===== config.mk =====
export PLATFORM = sky130hd
export DESIGN_NAME = irq_status_reg
export DESIGN_NICKNAME = d
export VERILOG_FILES = /design/src/rtl/isr_pkg.sv /design/src/rtl/isr_ctrl.sv /design/src/rtl/isr_err_encode.sv /design/src/rtl/isr_datapath.sv /design/src/rtl/irq_status_reg.sv
export SDC_FILE = /design/constraint.sdc
export NUM_CORES = 1
export LEC_CHECK = 0
export BUFFER_PORTS_ARGS = -buffer_cell sky130_fd_sc_hd__buf_2
export CAP_MARGIN = 20
export CELL_PAD_IN_SITES_DETAIL_PLACEMENT = 1
export CELL_PAD_IN_SITES_GLOBAL_PLACEMENT = 1
export CORE_AREA = 2 2 65 67
export CTS_CLUSTER_SIZE = 24
export DETAILED_ROUTE_END_ITERATION = 10
export DIE_AREA = 0 0 67 69
export PLACE_DENSITY = 0.8
export SYNTH_ARGS = -nofsm -noshare
export SYNTH_HDL_FRONTEND = slang
export SYNTH_SLANG_ARGS = --single-unit

===== constraint.sdc =====
create_clock -name clk -period 1 [get_ports clk]
set_input_delay 0.2 -clock clk [delete_from_list [all_inputs] [get_ports clk]]
set_output_delay 0.2 -clock clk [all_outputs]
set_load 0.005 [all_outputs]

===== src/rtl/isr_pkg.sv =====
package isr_pkg;

  // Flag positions that the error decoder and the bench depend on
  localparam int FLAG_BUS_FREE  = 7;
  localparam int FLAG_COMPLETE  = 6;
  localparam int FLAG_NO_ACK    = 5;
  localparam int FLAG_OVERSIZE  = 4;
  localparam int FLAG_EARLY     = 3;
  localparam int FLAG_ARB_LOSS  = 2;
  localparam int FLAG_SLV_STOP  = 1;
  localparam int FLAG_SLV_EVENT = 0;

  typedef enum logic [1:0] {
    ERR_NONE  = 2'b00,
    ERR_IO    = 2'b01,
    ERR_NODEV = 2'b10
  } errClass_e;

  // Strobes from the address decoder to the register datapath
  typedef struct packed {
    logic ldPlain;
    logic ldSet;
    logic ldClr;
    logic nakFire;
  } isrStrobe_t;

endpackage


===== src/rtl/isr_ctrl.sv =====
module isr_ctrl
  import isr_pkg::*;
#(
  parameter int ADDR_W  = 4,
  parameter int OFS_SET = 4,
  parameter int OFS_CLR = 8
) (
  input  logic              clk,
  input  logic              rstN,
  input  logic              wrEn,
  input  logic [ADDR_W-1:0] wrAddr,
  input  logic              nakBit,
  output isrStrobe_t        strobe,
  output logic              nakRelease
);

  localparam logic [ADDR_W-1:0] ADDR_PLAIN = '0;
  localparam logic [ADDR_W-1:0] ADDR_SET   = ADDR_W'(OFS_SET);
  localparam logic [ADDR_W-1:0] ADDR_CLR   = ADDR_W'(OFS_CLR);

  logic hitPlain;
  logic hitSet;
  logic hitClr;

  always_comb begin
    hitPlain = wrEn && (wrAddr == ADDR_PLAIN);
    hitSet   = wrEn && (wrAddr == ADDR_SET);
    hitClr   = wrEn && (wrAddr == ADDR_CLR);
    strobe.ldPlain = hitPlain;
    strobe.ldSet   = hitSet;
    strobe.ldClr   = hitClr;
    // The command bit acts only when it is written as 1, never through the clear alias
    strobe.nakFire = (hitPlain || hitSet) && nakBit;
  end

  always_ff @(posedge clk or negedge rstN) begin
    if (!rstN) nakRelease <= 1'b0;
    else       nakRelease <= strobe.nakFire;
  end

endmodule


===== src/rtl/isr_err_encode.sv =====
module isr_err_encode
  import isr_pkg::*;
#(
  parameter int NUM_FLAGS = 8
) (
  input  logic [NUM_FLAGS-1:0] flags,
  output logic [1:0]           errClass
);

  logic ioErr;

  always_comb begin
    ioErr = flags[FLAG_EARLY] | flags[FLAG_ARB_LOSS] |
            flags[FLAG_SLV_STOP] | flags[FLAG_SLV_EVENT];
    if (flags[FLAG_NO_ACK]) errClass = ERR_NODEV;
    else if (ioErr)         errClass = ERR_IO;
    else                    errClass = ERR_NONE;
  end

endmodule


===== src/rtl/isr_datapath.sv =====
module isr_datapath
  import isr_pkg::*;
#(
  parameter int NUM_FLAGS = 8
) (
  input  logic                   clk,
  input  logic                   rstN,
  input  isrStrobe_t             strobe,
  input  logic [2*NUM_FLAGS-1:0] wrBits,
  input  logic [NUM_FLAGS-1:0]   evtPulse,
  output logic [NUM_FLAGS-1:0]   flagQ,
  output logic [NUM_FLAGS-1:0]   enQ,
  output logic                   irqOut
);

  logic [NUM_FLAGS-1:0] wrFlag;
  logic [NUM_FLAGS-1:0] wrEnab;
  logic [NUM_FLAGS-1:0] flagNext;
  logic [NUM_FLAGS-1:0] enNext;

  always_comb begin
    wrFlag = wrBits[NUM_FLAGS-1:0];
    wrEnab = wrBits[2*NUM_FLAGS-1:NUM_FLAGS];
    flagNext = flagQ;
    enNext   = enQ;
    if (strobe.ldPlain) begin
      flagNext = wrFlag;
      enNext   = wrEnab;
    end else if (strobe.ldSet) begin
      flagNext = flagQ | wrFlag;
      enNext   = enQ | wrEnab;
    end else if (strobe.ldClr) begin
      flagNext = flagQ & ~wrFlag;
      enNext   = enQ & ~wrEnab;
    end
    // A hardware event overrides any software write to the same flag
    flagNext = flagNext | evtPulse;
  end

  always_ff @(posedge clk or negedge rstN) begin
    if (!rstN) begin
      flagQ  <= '0;
      enQ    <= '0;
      irqOut <= 1'b0;
    end else begin
      flagQ  <= flagNext;
      enQ    <= enNext;
      irqOut <= |(flagQ & enQ);
    end
  end

endmodule


===== src/rtl/irq_status_reg.sv =====
module irq_status_reg
  import isr_pkg::*;
#(
  parameter int DATA_W      = 32,
  parameter int ADDR_W      = 4,
  parameter int NUM_FLAGS   = 8,
  parameter int NAK_CMD_BIT = 28,
  parameter int OFS_SET     = 4,
  parameter int OFS_CLR     = 8
) (
  input  logic                 clk,
  input  logic                 rstN,
  input  logic                 wrEn,
  input  logic [ADDR_W-1:0]    wrAddr,
  input  logic [DATA_W-1:0]    wrData,
  input  logic [NUM_FLAGS-1:0] evtPulse,
  output logic [DATA_W-1:0]    rdData,
  output logic                 irqOut,
  output logic [1:0]           errClass,
  output logic                 nakRelease
);

  localparam int REG_W = 2 * NUM_FLAGS;

  isrStrobe_t           strobe;
  logic [NUM_FLAGS-1:0] flagQ;
  logic [NUM_FLAGS-1:0] enQ;

  isr_ctrl #(
    .ADDR_W (ADDR_W),
    .OFS_SET(OFS_SET),
    .OFS_CLR(OFS_CLR)
  ) u_ctrl (
    .clk       (clk),
    .rstN      (rstN),
    .wrEn      (wrEn),
    .wrAddr    (wrAddr),
    .nakBit    (wrData[NAK_CMD_BIT]),
    .strobe    (strobe),
    .nakRelease(nakRelease)
  );

  isr_datapath #(
    .NUM_FLAGS(NUM_FLAGS)
  ) u_dp (
    .clk     (clk),
    .rstN    (rstN),
    .strobe  (strobe),
    .wrBits  (wrData[REG_W-1:0]),
    .evtPulse(evtPulse),
    .flagQ   (flagQ),
    .enQ     (enQ),
    .irqOut  (irqOut)
  );

  isr_err_encode #(
    .NUM_FLAGS(NUM_FLAGS)
  ) u_err (
    .flags   (flagQ),
    .errClass(errClass)
  );

  // The command bit has no storage and reads back as zero
  assign rdData = {{(DATA_W-REG_W){1'b0}}, enQ, flagQ};

endmodule


==> key figures, run 1 <==
Status
  – Status: finished with violations
  – Failing checks: setup timing

Timing
  – Hold slack: 0.145 ns
  – Tcrit/Tclk final: 1.33
  – RSZ-0062 raised after global routing: yes
  – Final WS setup: -0.327 ns
  – Min Tclk post-route: 1.33 ns
  – Setup violations, final: 21
  – Final Max Slew Viols: 0
  – Fmax: 0.753 GHz
  – Clock Skews: 0.00187 ns
  – Hold Violations, Final: 0

Detailed routing
  – ANT nets after route: 0
  – Metal2 WL: 1450 um
  – DR WL met3: 188 um
  – WL/cell: 14.1 um
  – WL met1: 1340 um
  – DR iter-0 viols: 19
  – Top layer in use: met4
  – Drt first pass iters: 2
  – DRC: 0
  – Via total after detailed routing: 926
  – Final WL: 2990 um
  – Via density: 4.37

Floorplanning
  – Core area: 3910 um^2
  – Total die area: 4620 um^2
  – Die Y: 69 um
  – Rows: 23
  – Initial core utilization: 0.241
  – Chip Width: 67 um
  – IO Pins: 83

Final layout
  – Layout Cells excl Fill: 212
  – Share of post-route cells with drive strength above 1: 0.605
  – P&R area growth vs syn: 66.8%
  – Final instance area: 1570 um^2
  – Final nets: 210
  – ANT cells: 0

Placed design
  – Dpl ws: -0.352 ns
  – Dpl cells: 190
  – IO buf count: 51
  – Routability-driven placement congestion ratio: 0.680
  – Placed cell areas: 1270 um^2

Critical path
  – WP data required: 0.80 ns
  – Crit. End Element: output port
  – Setup slack, reg-to-reg: 0 ns
  – Crit-path max cell delay: 0.39 ns
  – Crit-path cells: nor4_2 > nor2_1 > buf_2
  – Crit start category: flip-flop
  – CP arrival: 1.13 ns
  – Worst-path fanout max: 2
  – Critical path type: flip-flop to output port
  – Critical path's slowest cell: dfrtp_1

Clocking
  – Maximum root-to-sink buffer count: 2
  – Root buf cell: clkbuf_8
  – CTS buffer count: 3
  – CTS tree: done
  – H-tree Lvls: 1
  – Clk sink count: 18
  – Reg clk slew, reported paths: 0.07 ns
  – Worst-Skew Late Latency: 0.25 ns

Power
  – Power Density: 1280 nW/um^2
  – Peak VDD IR: 426 uV
  – Pleak: 0.000741 uW

Synthesis
  – EDFF count, synth: 0
  – Main combinational cell family by area after synthesis: compound AO/OA/AOI/OAI gates
  – Synth top cells by count: dfrtp_1, buf_4, o21ai_0, a221o_1, a22o_1
  – Top FF cell, synth: dfrtp_1
  – Xor/xnor share of the synthesized area: 0
  – Post-synthesis mux area share: 0
  – Synth area leaders: dfrtp_1, buf_4, a221o_1
  – Adder and majority gate portion of the synthesized area: 0
  – Cell taking the most area after synthesis: dfrtp_1
  – Synth cell types: 18
  – Leading cell type by number of instances after synthesis: dfrtp_1
  – Post-synthesis sequential area ratio: 0.477
  – Ys Warns: 0
  – Compound-Gate Fraction of Synth Area: 0.284
  – Syn Area/Cell: 11.5 um^2
  – Top cell type's share of synthesized area: 0.477
  – Mapped cell area: 943 um^2
  – FFs w/ async S/R, synth: 1.00
  – Post-synthesis cell count: 82
  – Synth Register Bits: 18
  – Simple-Gate Fraction of Synth Area: 0.0743

Global routing
  – GRT overflow: 0
  – Vias in the first global route: 920
  – Largest net degree at the start of global routing: 19
  – First-pass GRT wire length: 4390 um
  – Gr usage total: 0.125
  – Initial antenna violation count: 0

Job
  – MaxCap Viol Count: 0

Worst hold path
  – Hold WC Path Type: primary input to flip-flop
-- metrics by stage --
step	power (uW)	util	setup TNS [ns]
after floorplan	1080	-	-1.71
after global placement	1270	0.325	-3.82
after detailed placement	1280	0.325	-4.57
after CTS	1890	0.362	-0.924
after global routing	2120	0.402	-2.12
final	2020	0.402	-1.38
-- metal layers --
layer / GRT usage / vias to the layer above
met2: 0.197 / 42
met4: 0.0340 / 0
li1: - / 448
met3: 0.0277 / 2
met1: 0.170 / 434
met5: 0 / -
-- critical path: cells and delay by family, from the launching register on --
family | cells | cell delay (ns)
and+or+nand+nor | 2 | 0.36
buffers and inverters | 1 | 0.13
DFF | 1 | 0.39
-- kinds of logic after synthesis --
| logic type | after synthesis |
|---|---|
| other | 1 |
| DFF | 18 |
| buffers and inverters | 21 |
| AOI/OAI and AO/OA | 36 |
| and+or+nand+nor | 6 |
-- power by group --
| part | internal, uW | switching [uW] |
|---|---|---|
| clock network | 349 | 247 |
| registers | 810 | 52.4 |
| logic | 327 | 232 |
| total | 1490 | 532 |
-- area by class of cell --
| cell class | count | area, um^2 |
|---|---|---|
| Clock buffer | 4 | 55.1 |
| Fill cell | 482 | 2340 |
| Inverter | 1 | 3.75 |
| Multi-Input combinational cell | 58 | 442 |
| Sequential cell | 18 | 450 |
| Tap cell | 50 | 62.6 |
| Timing Repair Buffer | 81 | 561 |
-- what timing repair did --
item,in CTS,in global routing
hold buffers,1,0
endpoints found under the hold margin,18,0
endpoints found under the setup margin,16,33
gates cloned,0,1
pin swaps,1,4
setup buffers,5,12
gates resized for setup,15,19
-- cell usage in the layout (no fill, tap or decap), types with 3 or more instances in the layout --
cell      netlist  routed
o21ai_2         2       8
a221o_1         8       8
buf_6           1       8
conb_1          1      16
buf_4          17      22
o21ai_1         1       8
a22o_1          8       8
dfrtp_1        18      18
clkbuf_8        0       4
buf_2           1      47
a22oi_2         0       3
-- worst paths after layout --
kind | start | cells past startpoint | end
min in group asynchronous | rstN | 2 | u_dp.irqOut
hold / removal | evtPulse[4] | 2 | u_dp.flagQ[4]
max in group asynchronous | rstN | 2 | u_dp.flagQ[1]
setup / recovery | u_dp.flagQ[0] | 3 | errClass[0]
hold reg to reg | flip-flop | 1 | flip-flop
setup reg to reg | u_dp.flagQ[5] | 2 | u_dp.flagQ[5]
(Power assumes the default switching activity.)
==> run 2, diff against run 1 <==
Settings changed: CORE_AREA 2 2 65 67 to 2 2 68 70, DIE_AREA 0 0 67 69 to 0 0 70 72, PLACE_DENSITY 0.8 to 0.77.
Clock period 1 ns to 1.2 ns, I/O delays scaled along.
==> run 2 against run 1 <==
Effect of this change: the flow still finishes with violations (setup timing); flip-flop and latch count unchanged; power decreased by 27%; sequential share of layout area increased by 5.0 points; die area increased by 9.0%; worst hold slack improved by 0.042 ns; worst setup slack improved by 0.21 ns; non-clock buffer count decreased by 16; global-route usage decreased by 1.0 points; clock skew decreased by 0.0011 ns; combinational power decreased by 43%; largest power group unchanged; highest routed layer unchanged.
==> key figures, run 2 (synthesized netlist as in run 1, its figures left out) <==
Status
  – Status: finished with violations
  – Failing checks: setup timing

Global routing
  – Vias in the first global route: 954
  – Gr usage total: 0.114
  – Initial antenna violation count: 0
  – GRT overflow: 0
  – First-pass GRT wire length: 4660 um
  – Largest net degree at the start of global routing: 19

Power
  – Power Density: 1090 nW/um^2
  – Comb pwr share: 0.217
  – Pleak: 0.000631 uW
  – Switching part of the total: 0.267
  – Net Sw Power: 391 uW
  – Share of total power in the clock network: 0.280
  – Register share of total power: 0.503
  – Cell Int Power: 1070 uW
  – Peak VDD IR: 245 uV

Final layout
  – Share of post-route cells with drive strength above 1: 0.497
  – Final nets: 194
  – Layout Cells excl Fill: 197
  – Final core occ: 0.315
  – ANT cells: 0
  – Most common cell after layout, fill and taps aside: buf_2
  – Most frequent cells in the layout: buf_2, dfrtp_1, conb_1
  – P&R area growth vs syn: 42.2%

Job
  – MaxCap Viol Count: 0

Detailed routing
  – DR iter-0 viols: 24
  – Final WL: 2850 um
  – WL/cell: 14.5 um
  – Drt first pass iters: 4
  – DRC: 0
  – Via density: 4.38
  – Via total after detailed routing: 862
  – ANT nets after route: 0

Floorplanning
  – Die Y: 72 um
  – Initial core utilization: 0.221
  – IO Pins: 83
  – Core area: 4260 um^2
  – Total die area: 5040 um^2
  – Chip Width: 70 um
  – Rows: 24

Timing
  – Tcrit/Tclk final: 1.10
  – Clock Skews: 0.000741 ns
  – Sum of negative setup slack: -0.173 ns
  – Hold slack: 0.186 ns
  – Final WS setup: -0.114 ns
  – Hold Violations, Final: 0
  – Setup violations, final: 2
  – Min Tclk post-route: 1.31 ns
  – RSZ-0062 raised after global routing: yes
  – Final Max Slew Viols: 0
  – Fmax: 0.761 GHz

Placed design
  – Post-DP HPWL: 2220 um
  – IO buf count: 51
  – Dpl cells: 189
  – Routability-driven placement congestion ratio: 0.654

Critical path
  – Critical path type: flip-flop to output port
  – Crit. End Element: output port
  – Worst-path fanout max: 2
  – Crit start category: flip-flop
  – CP arrival: 1.07 ns
  – WP data required: 0.96 ns

Clocking
  – Root buf cell: clkbuf_8
  – Maximum root-to-sink buffer count: 2
  – Reg clk slew, reported paths: 0.07 ns
  – Clk sink count: 18
  – H-tree Lvls: 1
  – CTS tree: done
  – CTS buffer count: 3
  – Worst-Skew Late Latency: 0.25 ns

Worst hold path
  – Hold WC Path Type: primary input to flip-flop
==> run 2: final cells by class <==
type	count	area [um^2]
clock buffers	3	41.3
fillers	524	2920
inverters	1	3.75
multi-input cells	58	404
flip-flops and latches	18	450
well taps	52	65.1
repair buffers	65	377
==> run 2: power groups by stage <==
stage | Combinational [uW] | Clock (uW) | Sequential [uW]
floorplan | 157 | 0 | 741
global placement | 303 | 0 | 746
detailed placement | 316 | 0 | 748
CTS | 321 | 432 | 737
global route | 355 | 454 | 745
finish | 318 | 411 | 737
==> run 2: per-stage QoR <==
step	power (uW)	instance area, um^2	worst slack [ns]
2_1_floorplan	898	1000	-0.0170
3_3_place_gp	1050	1250	-0.202
3_5_place_dp	1060	1250	-0.244
4_1_cts	1490	1310	-0.131
5_1_grt	1550	1340	-0.181
6_report	1470	1340	-0.114
==> run 2: final timing paths <==
| path | from | endpoint | slack [ns] | cells after the start |
|---|---|---|---|---|
| setup / recovery | u_dp.flagQ[3] | errClass[0] | -0.11 | 3 |
| hold / removal | evtPulse[0] | u_dp.flagQ[0] | 0.19 | 2 |
| setup reg to reg | u_dp.flagQ[3] | u_dp.irqOut | 0.13 | 4 |
| hold reg to reg | flip-flop | flip-flop | 0.53 | 1 |
| max in group asynchronous | rstN | u_dp.flagQ[2] | 0.45 | 2 |
| min in group asynchronous | rstN | async pin | 0.46 | 2 |
==> run 2: layer usage <==
layer	share of wire	wire length (um)	global-route usage	vias up
met5	0	0	0	-
met4	0.0042	12	0.0321	0
met3	0.074	212	0.0306	2
met2	0.52	1470	0.208	37
met1	0.41	1160	0.133	415
li1	-	-	-	408
==> run 2: what timing repair did <==
action                                  in CTS  in global routing
endpoints found under the setup margin       1                  5
hold buffers                                 1                  0
setup buffers                                1                  2
resized for setup                            0                  3
gates cloned                                 0                  1
endpoints found under the hold margin       18                  0
pin swaps                                    1                  3
==> run 2: worst max-delay path, cell delays in order (launching register included) <==
cell and delay (ns):
dfrtp_1 0.39, nor4_2 0.26, nor2_1 0.05, buf_2 0.13
==> run 3, diff against run 2 <==
Settings changed: CORE_AREA 2 2 68 70 to 2 2 63 65, DIE_AREA 0 0 70 72 to 0 0 65 67, PLACE_DENSITY 0.77 to 0.84.
Clock period 1.2 ns to 1.59 ns, I/O delays scaled along.
==> run 3 against run 2 <==
Effect of this change: the flow now finishes without violations; clock power is 8.5% lower; worst hold slack better by 0.071 ns; power is 21% lower; design area is 4.9% lower; non-clock buffer count is 8 lower; flip-flop and latch count stayed put; sequential share of layout area is 1.7 points higher; wire length is 6.1% lower; combinational power is 29% lower; via count is 1.0% lower; final cell count is 5.6% lower; first-iteration DRC count is 4.2% higher.
==> key figures, run 3 (synthesized netlist as in run 1, its figures left out) <==
Status
  – Status: complete, no violations

Global routing
  – Initial antenna violation count: 0
  – Vias in the first global route: 857
  – GRT overflow: 0
  – Gr usage total: 0.130
  – First-pass GRT wire length: 4150 um
  – Largest net degree at the start of global routing: 19

Timing
  – Final WS setup: 0.0544 ns
  – RSZ-0062 raised after global routing: no
  – Min Tclk post-route: 1.54 ns
  – Final Max Slew Viols: 0
  – Setup violations, final: 0
  – Fmax: 0.651 GHz
  – Clock Skews: 0.000584 ns
  – Sum of negative setup slack: 0 ns
  – Tcrit/Tclk final: 0.966
  – Hold Violations, Final: 0

Critical path
  – WP data required: 1.27 ns
  – Crit. End Element: output port
  – Critical path type: flip-flop to output port
  – Worst-path fanout max: 4
  – Crit start category: flip-flop
  – CP arrival: 1.22 ns

Final layout
  – Final core occ: 0.354
  – Share of post-route cells with drive strength above 1: 0.471
  – Layout Cells excl Fill: 186
  – Most common cell after layout, fill and taps aside: buf_2
  – ANT cells: 0
  – Final nets: 186
  – Fillers: 437
  – Most frequent cells in the layout: buf_2, dfrtp_1, conb_1
  – Final instance area: 1280 um^2
  – P&R area growth vs syn: 35.3%

Clocking
  – H-tree Lvls: 1
  – Clk sink count: 18
  – Reg clk slew, reported paths: 0.07 ns
  – Root buf cell: clkbuf_8
  – Maximum root-to-sink buffer count: 2
  – Worst-Skew Late Latency: 0.25 ns
  – CTS tree: done
  – CTS buffer count: 3

Power
  – Share of total power in the clock network: 0.325
  – Pleak: 0.000598 uW
  – Peak VDD IR: 249 uV
  – Cell Int Power: 852 uW
  – Comb pwr share: 0.195
  – Switching part of the total: 0.263
  – Register share of total power: 0.480
  – Power Density: 907 nW/um^2
  – Net Sw Power: 305 uW

Placed design
  – Post-DP HPWL: 2170 um
  – Placed cell areas: 1200 um^2
  – Routability-driven placement congestion ratio: 0.658
  – Dpl ws: 0.0911 ns
  – IO buf count: 51
  – Dpl cells: 181

Detailed routing
  – DR iter-0 viols: 25
  – Final WL: 2680 um
  – Via density: 4.59
  – DRC: 0
  – WL/cell: 14.4 um
  – ANT nets after route: 0
  – Drt first pass iters: 4
  – Via total after detailed routing: 853

Floorplanning
  – Total die area: 4360 um^2
  – Die Y: 67 um
  – IO Pins: 83
  – Rows: 22
  – Chip Width: 65 um
  – Core area: 3610 um^2
  – Initial core utilization: 0.262

Job
  – MaxCap Viol Count: 0

Worst hold path
  – Hold WC Path Type: primary input to flip-flop
[run 3: cell count changes in the layout (fill, tap and decap cells not counted), sizes merged]
cell	delta
buf	-8
clkbuf	+1
[run 3: routing by layer]
metal	global-route usage	vias up	wire, um
li1	-	394	-
met2	0.220	52	1260
met1	0.161	403	1130
met4	0.0559	0	36
met3	0.0220	4	243
met5	0	-	0
[run 3: metrics by stage]
step | total power [uW] | hold slack, ns
after floorplan | 678 | 0.0224
after global placement | 779 | 0.259
after detailed placement | 790 | 0.271
after CTS | 1180 | 0.251
after global routing | 1220 | 0.251
final | 1160 | 0.257
[run 3: area by class of cell]
type                       instances  area [um^2]  area share
tap                               48         60.1      0.0471
sequential                        18          450       0.353
inverter                           1         3.75     0.00294
timing repair buffer              57          303       0.237
multi-input combinational         58          404       0.317
clock buffer                       4         55.1      0.0431
[run 3: path summary, 6_finish.rpt]
kind | startpoint | to | slack, ns | cells after the start
hold / removal | evtPulse[5] | u_dp.flagQ[5] | 0.26 | 2
max in group asynchronous | rstN | async pin | 0.77 | 2
setup / recovery | u_dp.flagQ[3] | errClass[0] | 0.05 | 3
min in group asynchronous | rstN | async pin | 0.53 | 2
hold reg to reg | flip-flop | flip-flop | 0.53 | 1
setup reg to reg | u_dp.flagQ[3] | u_dp.flagQ[3] | 0.68 | 1
[run 3: critical path, stage by stage, from the launching register on]
cell     delay [ns]
dfrtp_1        0.45
nor4_2         0.31
nor2_1         0.07
buf_2          0.13
[run 3: what timing repair did]
item | CTS | global route
setup buffers | 0 | 0
endpoints found under the setup margin | 0 | 1
hold endpoints to repair | 18 | 0
resized for setup | 0 | 1
hold buffers | 1 | 0
[run 3: power groups by stage]
| stage | sequential (uW) | clock, uW | combinational (uW) |
|---|---|---|---|
| global route | 564 | 410 | 250 |
| detailed placement | 564 | 0 | 226 |
| CTS | 555 | 396 | 230 |
| finish | 555 | 376 | 226 |
| global placement | 561 | 0 | 218 |
| floorplan | 559 | 0 | 119 |
